<file path="config.mk">
export PLATFORM = sky130hd
export DESIGN_NAME = field_parity_detect
export DESIGN_NICKNAME = d
export VERILOG_FILES = /design/src/rtl/fpd_pkg.sv /design/src/rtl/fpd_sync_stage.sv /design/src/rtl/fpd_gap_counter.sv /design/src/rtl/fpd_decide.sv /design/src/rtl/field_parity_detect.sv
export SDC_FILE = /design/constraint.sdc
export NUM_CORES = 1
export LEC_CHECK = 0
export BUFFER_PORTS_ARGS = -buffer_cell sky130_fd_sc_hd__buf_2
export CAP_MARGIN = 20
export CORE_UTILIZATION = 50
export DETAILED_ROUTE_END_ITERATION = 6
export HOLD_SLACK_MARGIN = 0.1
export PLACE_DENSITY = 0.76
export RECOVER_POWER = 100
export SETUP_SLACK_MARGIN = 0.02
export SLEW_MARGIN = 0
export SYNTH_ARGS = -nofsm -noshare
export SYNTH_HDL_FRONTEND = slang
export SYNTH_SLANG_ARGS = --single-unit
</file>
<file path="constraint.sdc">
create_clock -name clk -period 1.95 [get_ports clk]
set_clock_uncertainty 0.1 [all_clocks]
set_input_delay 0.0975 -clock clk [delete_from_list [all_inputs] [get_ports clk]]
set_output_delay 0.0975 -clock clk [all_outputs]
set_load 0.02 [all_outputs]
</file>
<file path="src/rtl/fpd_pkg.sv">
package fpd_pkg;

   typedef enum logic {
      FIELD_FIRST  = 1'b0,
      FIELD_SECOND = 1'b1
   } field_e;

endpackage

</file>
<file path="src/rtl/fpd_sync_stage.sv">
module fpd_sync_stage #(
   parameter bit ACT_HIGH = 1'b1
) (
   input  logic clk,
   input  logic rst_n,
   input  logic d_i,
   output logic edge_o
);

   logic norm;
   logic q1;
   logic q2;

   generate
      if (ACT_HIGH) begin : g_high
         assign norm = d_i;
      end else begin : g_low
         assign norm = ~d_i;
      end
   endgenerate

   always_ff @(posedge clk) begin
      if (!rst_n) begin
         q1 <= 1'b0;
         q2 <= 1'b0;
      end else begin
         q1 <= norm;
         q2 <= q1;
      end
   end

   assign edge_o = q1 & ~q2;

endmodule

</file>
<file path="src/rtl/fpd_gap_counter.sv">
module fpd_gap_counter #(
   parameter int CNT_W = 13
) (
   input  logic             clk,
   input  logic             rst_n,
   input  logic             start_i,
   input  logic             abort_i,
   input  logic             edge_i,
   output logic [CNT_W-1:0] cnt_o,
   output logic             busy_o,
   output logic             done_o
);

   localparam logic [CNT_W-1:0] CNT_MAX = '1;
   localparam logic [CNT_W-1:0] CNT_ONE = CNT_W'(1);

   logic at_max;

   assign at_max = (cnt_o == CNT_MAX);
   assign done_o = busy_o & ~start_i & ~abort_i & (edge_i | at_max);

   always_ff @(posedge clk) begin
      if (!rst_n) begin
         cnt_o  <= '0;
         busy_o <= 1'b0;
      end else if (start_i) begin
         cnt_o  <= CNT_ONE;
         busy_o <= 1'b1;
      end else if (abort_i || done_o) begin
         busy_o <= 1'b0;
      end else if (busy_o) begin
         cnt_o <= cnt_o + CNT_ONE;
      end
   end

endmodule

</file>
<file path="src/rtl/fpd_decide.sv">
module fpd_decide
   import fpd_pkg::*;
#(
   parameter int CNT_W = 13,
   parameter int THR_W = 12
) (
   input  logic             clk,
   input  logic             rst_n,
   input  logic             slave_i,
   input  logic             ext_upd_i,
   input  logic             ext_val_i,
   input  logic             done_i,
   input  logic [CNT_W-1:0] cnt_i,
   input  logic [THR_W-1:0] thr_i,
   output logic             field_o,
   output logic             upd_o
);

   localparam int PAD_W = CNT_W - THR_W;

   field_e field_q;
   field_e verdict;

   assign verdict = (cnt_i > {{PAD_W{1'b0}}, thr_i}) ? FIELD_SECOND : FIELD_FIRST;
   assign field_o = field_q;

   always_ff @(posedge clk) begin
      if (!rst_n) begin
         field_q <= FIELD_FIRST;
         upd_o   <= 1'b0;
      end else begin
         upd_o <= 1'b0;
         if (slave_i) begin
            if (ext_upd_i) begin
               field_q <= field_e'(ext_val_i);
               upd_o   <= 1'b1;
            end else if (done_i) begin
               field_q <= verdict;
               upd_o   <= 1'b1;
            end
         end
      end
   end

endmodule

</file>
<file path="src/rtl/field_parity_detect.sv">
module field_parity_detect #(
   parameter int         THR_W       = 12,
   parameter int         CNT_W       = 13,
   parameter int         THR_RESET   = 128,
   parameter bit         VS_ACT_HIGH = 1'b1
) (
   input  logic             clk,
   input  logic             rst_n,
   input  logic             hsync_i,
   input  logic             vsync_i,
   input  logic             fsync_i,
   input  logic             use_ext_i,
   input  logic             slave_i,
   input  logic             thr_we_i,
   input  logic [THR_W-1:0] thr_wdata_i,
   output logic             field_o,
   output logic             upd_o
);

   localparam logic [THR_W-1:0] THR_INIT = THR_W'(THR_RESET);

   generate
      if (CNT_W <= THR_W) begin : g_bad_cnt
         $error("CNT_W must exceed THR_W so saturation always reads as second field");
      end
      if (THR_RESET >= (1 << THR_W)) begin : g_bad_thr
         $error("THR_RESET does not fit in THR_W bits");
      end
   endgenerate

   logic             vs_st;
   logic             hs_fall;
   logic             fs_q;
   logic [THR_W-1:0] thr_reg;
   logic [THR_W-1:0] thr_lat;
   logic [CNT_W-1:0] cnt;
   logic             busy;
   logic             done;

   fpd_sync_stage #(.ACT_HIGH(VS_ACT_HIGH)) u_vs (
      .clk    (clk),
      .rst_n  (rst_n),
      .d_i    (vsync_i),
      .edge_o (vs_st)
   );

   fpd_sync_stage #(.ACT_HIGH(1'b0)) u_hs (
      .clk    (clk),
      .rst_n  (rst_n),
      .d_i    (hsync_i),
      .edge_o (hs_fall)
   );

   always_ff @(posedge clk) begin
      if (!rst_n) begin
         fs_q    <= 1'b0;
         thr_reg <= THR_INIT;
         thr_lat <= THR_INIT;
      end else begin
         fs_q <= fsync_i;
         if (vs_st) thr_lat <= thr_reg;
         if (thr_we_i) thr_reg <= thr_wdata_i;
      end
   end

   fpd_gap_counter #(.CNT_W(CNT_W)) u_cnt (
      .clk     (clk),
      .rst_n   (rst_n),
      .start_i (vs_st & ~use_ext_i),
      .abort_i (vs_st & use_ext_i),
      .edge_i  (hs_fall),
      .cnt_o   (cnt),
      .busy_o  (busy),
      .done_o  (done)
   );

   fpd_decide #(.CNT_W(CNT_W), .THR_W(THR_W)) u_dec (
      .clk       (clk),
      .rst_n     (rst_n),
      .slave_i   (slave_i),
      .ext_upd_i (vs_st & use_ext_i),
      .ext_val_i (fs_q),
      .done_i    (done),
      .cnt_i     (cnt),
      .thr_i     (thr_lat),
      .field_o   (field_o),
      .upd_o     (upd_o)
   );

endmodule

</file>
# == After elaboration in Yosys (flattened, before gate mapping) ==
# Index checks and enable logic that the tools add are counted.
# word_totals
out_inout_bits,2
mem_count,0
elab_cells,51
ff_bits,45
in_bits,20
mem_bits_rw,0
rom_bits,0
latch_bits,0
# op_classes
div,0
reduce_logical,9
n_addsub,1
n_eq_ne,2
n_bitwise,16
n_mux,10
n_mul,0
magnitude_cmp,1
shifts,0
# op_table
operator,n
$add A13 B1 Y13 const B,1
$eq A13 B13 Y1 const B,1
$gt A13 B12 Y1,1
$mux W1,10
$not A1 Y1,8
$reduce_and A2 Y1,4
$and A1 B1 Y1,7
$reduce_bool A2 Y1,3
$ne A2 B1 Y1 const B,1
$reduce_or A2 Y1,1
$logic_or A1 B1 Y1,1
$or A1 B1 Y1,1

# == Longest topological paths before layout ==
# depth
depth_word,10
depth_mapped,7
mapped_depth_nobuf,7

# == Hierarchy ==
# Synthesis repeated with hierarchy kept, for this count alone.
# unflattened
hier_cells,225
hier_area_um2,2267.2
# by_module_without_submodules
mod,seq_area_each_um2,cells_each,area_each_um2,n_inst
field_parity_detect,500.5,81,945.9,1
fpd_gap_counter,280.3,83,770.7,1
fpd_decide,40.0,51,410.4,1
fpd_sync_stage at u_hs,40.0,5,73.8,1
fpd_sync_stage at u_vs,40.0,5,66.3,1

# == Least setup slack after synthesis ==
# Ideal clock, no wire load.
# synth_timing
kind,register to register
startpoint,register u_cnt.cnt_o[0]
endpoint,register u_dec.field_q (netlist: u_dec.field_o)
n_path_buf,0
synth_period_minus_slack_ns,1.793
t_arrival_ns,1.619
setup_ns,0.074
t_required_ns,1.776
stages_incl_launch_ff,7
path_slack_ns,0.157
path_cell_list,dfxtp_1 -> ha_1 -> nand3_1 -> or4_4 -> a221oi_4 -> o21ai_1 -> a31oi_1
# synth_via
elab_chain_len,5
word_cells_on_any_way,9
cone_classes,1 x order compare; 1 x eq/ne; 3 x mux; 2 x bitwise; 2 x reduce/logical
# synth_rtl
item,line,rtl
from (decl),fpd_gap_counter.sv:9,"output logic [CNT_W-1:0] cnt_o,"
from (signal assigned),fpd_gap_counter.sv:32,cnt_o <= cnt_o + CNT_ONE;
"parallel branches: the longest is 5 deep, another holds $gt A13 B12 Y1",n/a,
to (signal assigned),fpd_decide.sv:35,field_q <= field_e'(ext_val_i);
to (signal assigned),fpd_decide.sv:38,field_q <= verdict;
to (decl),fpd_decide.sv:21,field_e field_q;
# Several ways; the timed one is not identified. The select of a mux whose other input is x is not followed.
# A chain may end at the register's enable or synchronous reset.

# == Worst setup path in the final report ==
# layout_timing
startpoint,register u_cnt.cnt_o[2]
endpoint,register u_dec.field_q (netlist: u_dec.field_o)
# Same word-level chain as after synthesis.

==> flow_summary_export.csv <==
group,metric,value,unit
status,status,"finished, final reports clean",
power_and_ir_drop,p_leak,1.11,nW
place,place_inst,305,
routing,drtIter0Drc,123,
grt,grt_pass1_wl,7490,um
clocking,cts-buffers-inserted,5,
place,port_buffers,21,
grt,grt_pass1_vias,1686,
timing,worst_slack,100,ps
synthesis,yosysWarnings,0,
clocking,h-tree-depth,2,
setup_path,cp_max_fo,5,
clocking,cts_root_buf,"clkbuf_8",
routing,drt_first_pass_iters,4,
cells_and_area,largest_reg_flops,13,
clocking,clock_sinks,45,
setup_path,crit_start,"u_cnt.cnt_o[2]$_SDFFE_PP0P_",
synthesis,yosysUniqueCellTypes,42,
synthesis,netlist_instances,236,
floorplanning,dieArea,4550,um^2
synthesis,avgSynthCellArea,9.08,um^2
timing,slew_violations,0,
setup_path,worstPathRequired,2080,ps
timing,min_period_over_period,0.949,
synthesis,synth_top_flop_cell,"dfxtp_1",
place,gp_congestion,0.898,
floorplanning,die_w,67.5,um
routing,drc,0,
worst_hold_path,hp-class,"primary input to flop",
clocking,worst_skew_pair.late_latency,300,ps
power_and_ir_drop,finalPower,0.00198,W
synthesis,synth_top_cells_by_count,"dfxtp_1, nand2_1, nor2b_1",
floorplanning,fp.dieH,67.5,um
cells_and_area,syn2layout_area_growth,25.0,%
cells_and_area,stdcell_count,332,
power_and_ir_drop,netSwitchingPower,0.000429,W
cells_and_area,nFillCells,326,
clocking,path_clk_slew,90,ps
setup_path,startpoint_type,"flop",
cells_and_area,diodes,0,
routing,drt_wl_total,4650,um
synthesis,synth_area_leaders,"dfxtp_1, ha_1, mux2i_1",
setup_path,worstSetupEndpointType,"flop",
grt,track_usage,0.225,
grt,grt_max_degree,35,
power_and_ir_drop,power.density,741,nW/um^2
power_and_ir_drop,p_int,0.00156,W
grt,overflow,0,
cells_and_area,nets,314,
routing,avgViaCountPerCell,5.39,
timing,period_minus_slack,1850,ps
timing,hold_violations,0,
worst_hold_path,hold_start,"slave_i",
timing,slew-limit-headroom,0.674,
power_and_ir_drop,peakVddDrop,0.000519,V
setup_path,r2r-end,"u_dec.field_o$_SDFFE_PN0P_",
grt,antenna_found_initial,0,
synthesis,syn-cell-area,2140,um^2
floorplanning,io_pins,22,
setup_path,r2r-start,"u_cnt.cnt_o[2]$_SDFFE_PP0P_",
flow_run,cap_violations,0,
power_and_ir_drop,swShare,0.216,
synthesis,yosysSeqAreaShare,0.420,
floorplanning,num_rows,23,
synthesis,yosysMostFrequentCell,"dfxtp_1",
routing,postRouteAntennaNets,0,
floorplanning,start_util,0.528,
synthesis,synth_top_area_cell,"dfxtp_1",
power_and_ir_drop,combPwrFrac,0.093,
timing,setup_viol,0,
setup_path,worstSetupPathType,"flop to flop",
routing,vias,1789,
synthesis,yosysTopAreaCellShare,0.420,
timing,max_freq,0.541,GHz
floorplanning,core-area,4060,um^2
timing,rsz0062_at_grt,"false",
synthesis,synthesis.nets,269,
timing,tightestPinTransition,484,ps
setup_path,r2r_cells,5,
power_and_ir_drop,sequentialPowerShare,0.485,
synthesis,synth.ff_latch_count,45,
setup_path,r2r_slack,100,ps
cells_and_area,finish.utilization,0.660,
clocking,clk_path_buf_depth,2,
power_and_ir_drop,clockPowerShare,0.422,
place,place_ws,-22.1,ps
setup_path,cp_data_arrival_time,1980,ps
clocking,cts_tree,"done",
cells_and_area,drive_above_1_share,0.195,
synthesis,async_flop_share,0,
place,dpl.hpwl,3080,um
routing,wl_per_cell,14.0,um
setup_path,cp-endpoint,"u_dec.field_o$_SDFFE_PN0P_",
synthesis,synth_edf_count,0,
[per-layer routing]
metal / routed length (um) / global-route usage / vias up
met5: 0 / 0 / -
met4: 74 / 0.0984 / 0
met3: 199 / 0.0541 / 10
met2: 2290 / 0.355 / 49
met1: 2090 / 0.290 / 828
li1: - / - / 902
[area by class of cell]
| class | instances | area, um^2 | area share |
|---|---|---|---|
| well taps | 50 | 62.6 | 0.0234 |
| multi-input cells | 168 | 1180 | 0.439 |
| repair buffers | 47 | 330 | 0.123 |
| clock buffers | 5 | 68.8 | 0.0257 |
| clock inverters | 3 | 68.8 | 0.0257 |
| inverters | 14 | 52.6 | 0.0196 |
| flip-flops and latches | 45 | 920 | 0.343 |
[metrics by stage]
step	hold slack, ps	setup TNS, ps	area (um^2)
final	108	0	2680
after global routing	126	0	2680
after CTS	110	0	2660
after detailed placement	166	-22.1	2330
after global placement	156	0	2330
after floorplan	69.1	0	2140
[how the worst min path moves through the flow]
stage                                  to  slack [ps]  depth (start not counted)
4_1_cts        u_dec.field_o$_SDFFE_PN0P_         110                          4
3_5_place_dp           u_hs.q1$_SDFF_PN0_         170                          2
6_report       u_dec.field_o$_SDFFE_PN0P_         110                          4
5_1_grt        u_dec.field_o$_SDFFE_PN0P_         130                          4
2_1_floorplan          u_hs.q1$_SDFF_PN0_          70                          1
3_3_place_gp           u_hs.q1$_SDFF_PN0_         160                          2
[worst max-delay path: stages, from the launching register on]
cell and delay [ps]:
dfxtp_1 480, nand3_2 140, or4_4 480, a221oi_4 340, o21ai_1 90, a31oi_1 150
[power groups by stage]
| stage | clock (W) | sequential [W] | combinational, W |
|---|---|---|---|
| 2_1_floorplan | 0 | 0.000983 | 0.000103 |
| 3_3_place_gp | 0 | 0.000985 | 0.000149 |
| 3_5_place_dp | 0 | 0.000987 | 0.000152 |
| 4_1_cts | 0.000853 | 0.000964 | 0.000182 |
| 5_1_grt | 0.000894 | 0.000966 | 0.000204 |
| 6_report | 0.000839 | 0.000962 | 0.000184 |
[placed cells by master (no fill, tap or decap), types with 8 or more instances in the layout]
cell,instances
dfxtp_1,34
nand2_1,32
buf_2,19
nor2b_1,16
dlygate4sd3_1,16
mux2i_1,15
inv_1,14
ha_1,12
a21boi_0,11
nor2_1,11
dfxtp_2,9
buf_4,8
[timing repair]
item / in CTS / in global routing
hold endpoints to repair: 16 / 0
resized for setup: 3 / 14
setup endpoints to repair: 1 / 5
pin swaps: 2 / 2
buffers inserted: 3 / 0
hold buffers: 16 / 0
[cell families after synthesis]
kind of cell / count (synthesis) / synth area share
adder cells (fa/ha/maj): 13 / 0.0759
XOR/XNOR: 8 / 0.0327
AO/OA/AOI/OAI: 36 / 0.124
multiplexers: 15 / 0.0701
flip-flops: 45 / 0.420
AND/OR/NAND/NOR: 96 / 0.237
buffers and inverters: 23 / 0.0403
Power figures use the tool's default switching activity.
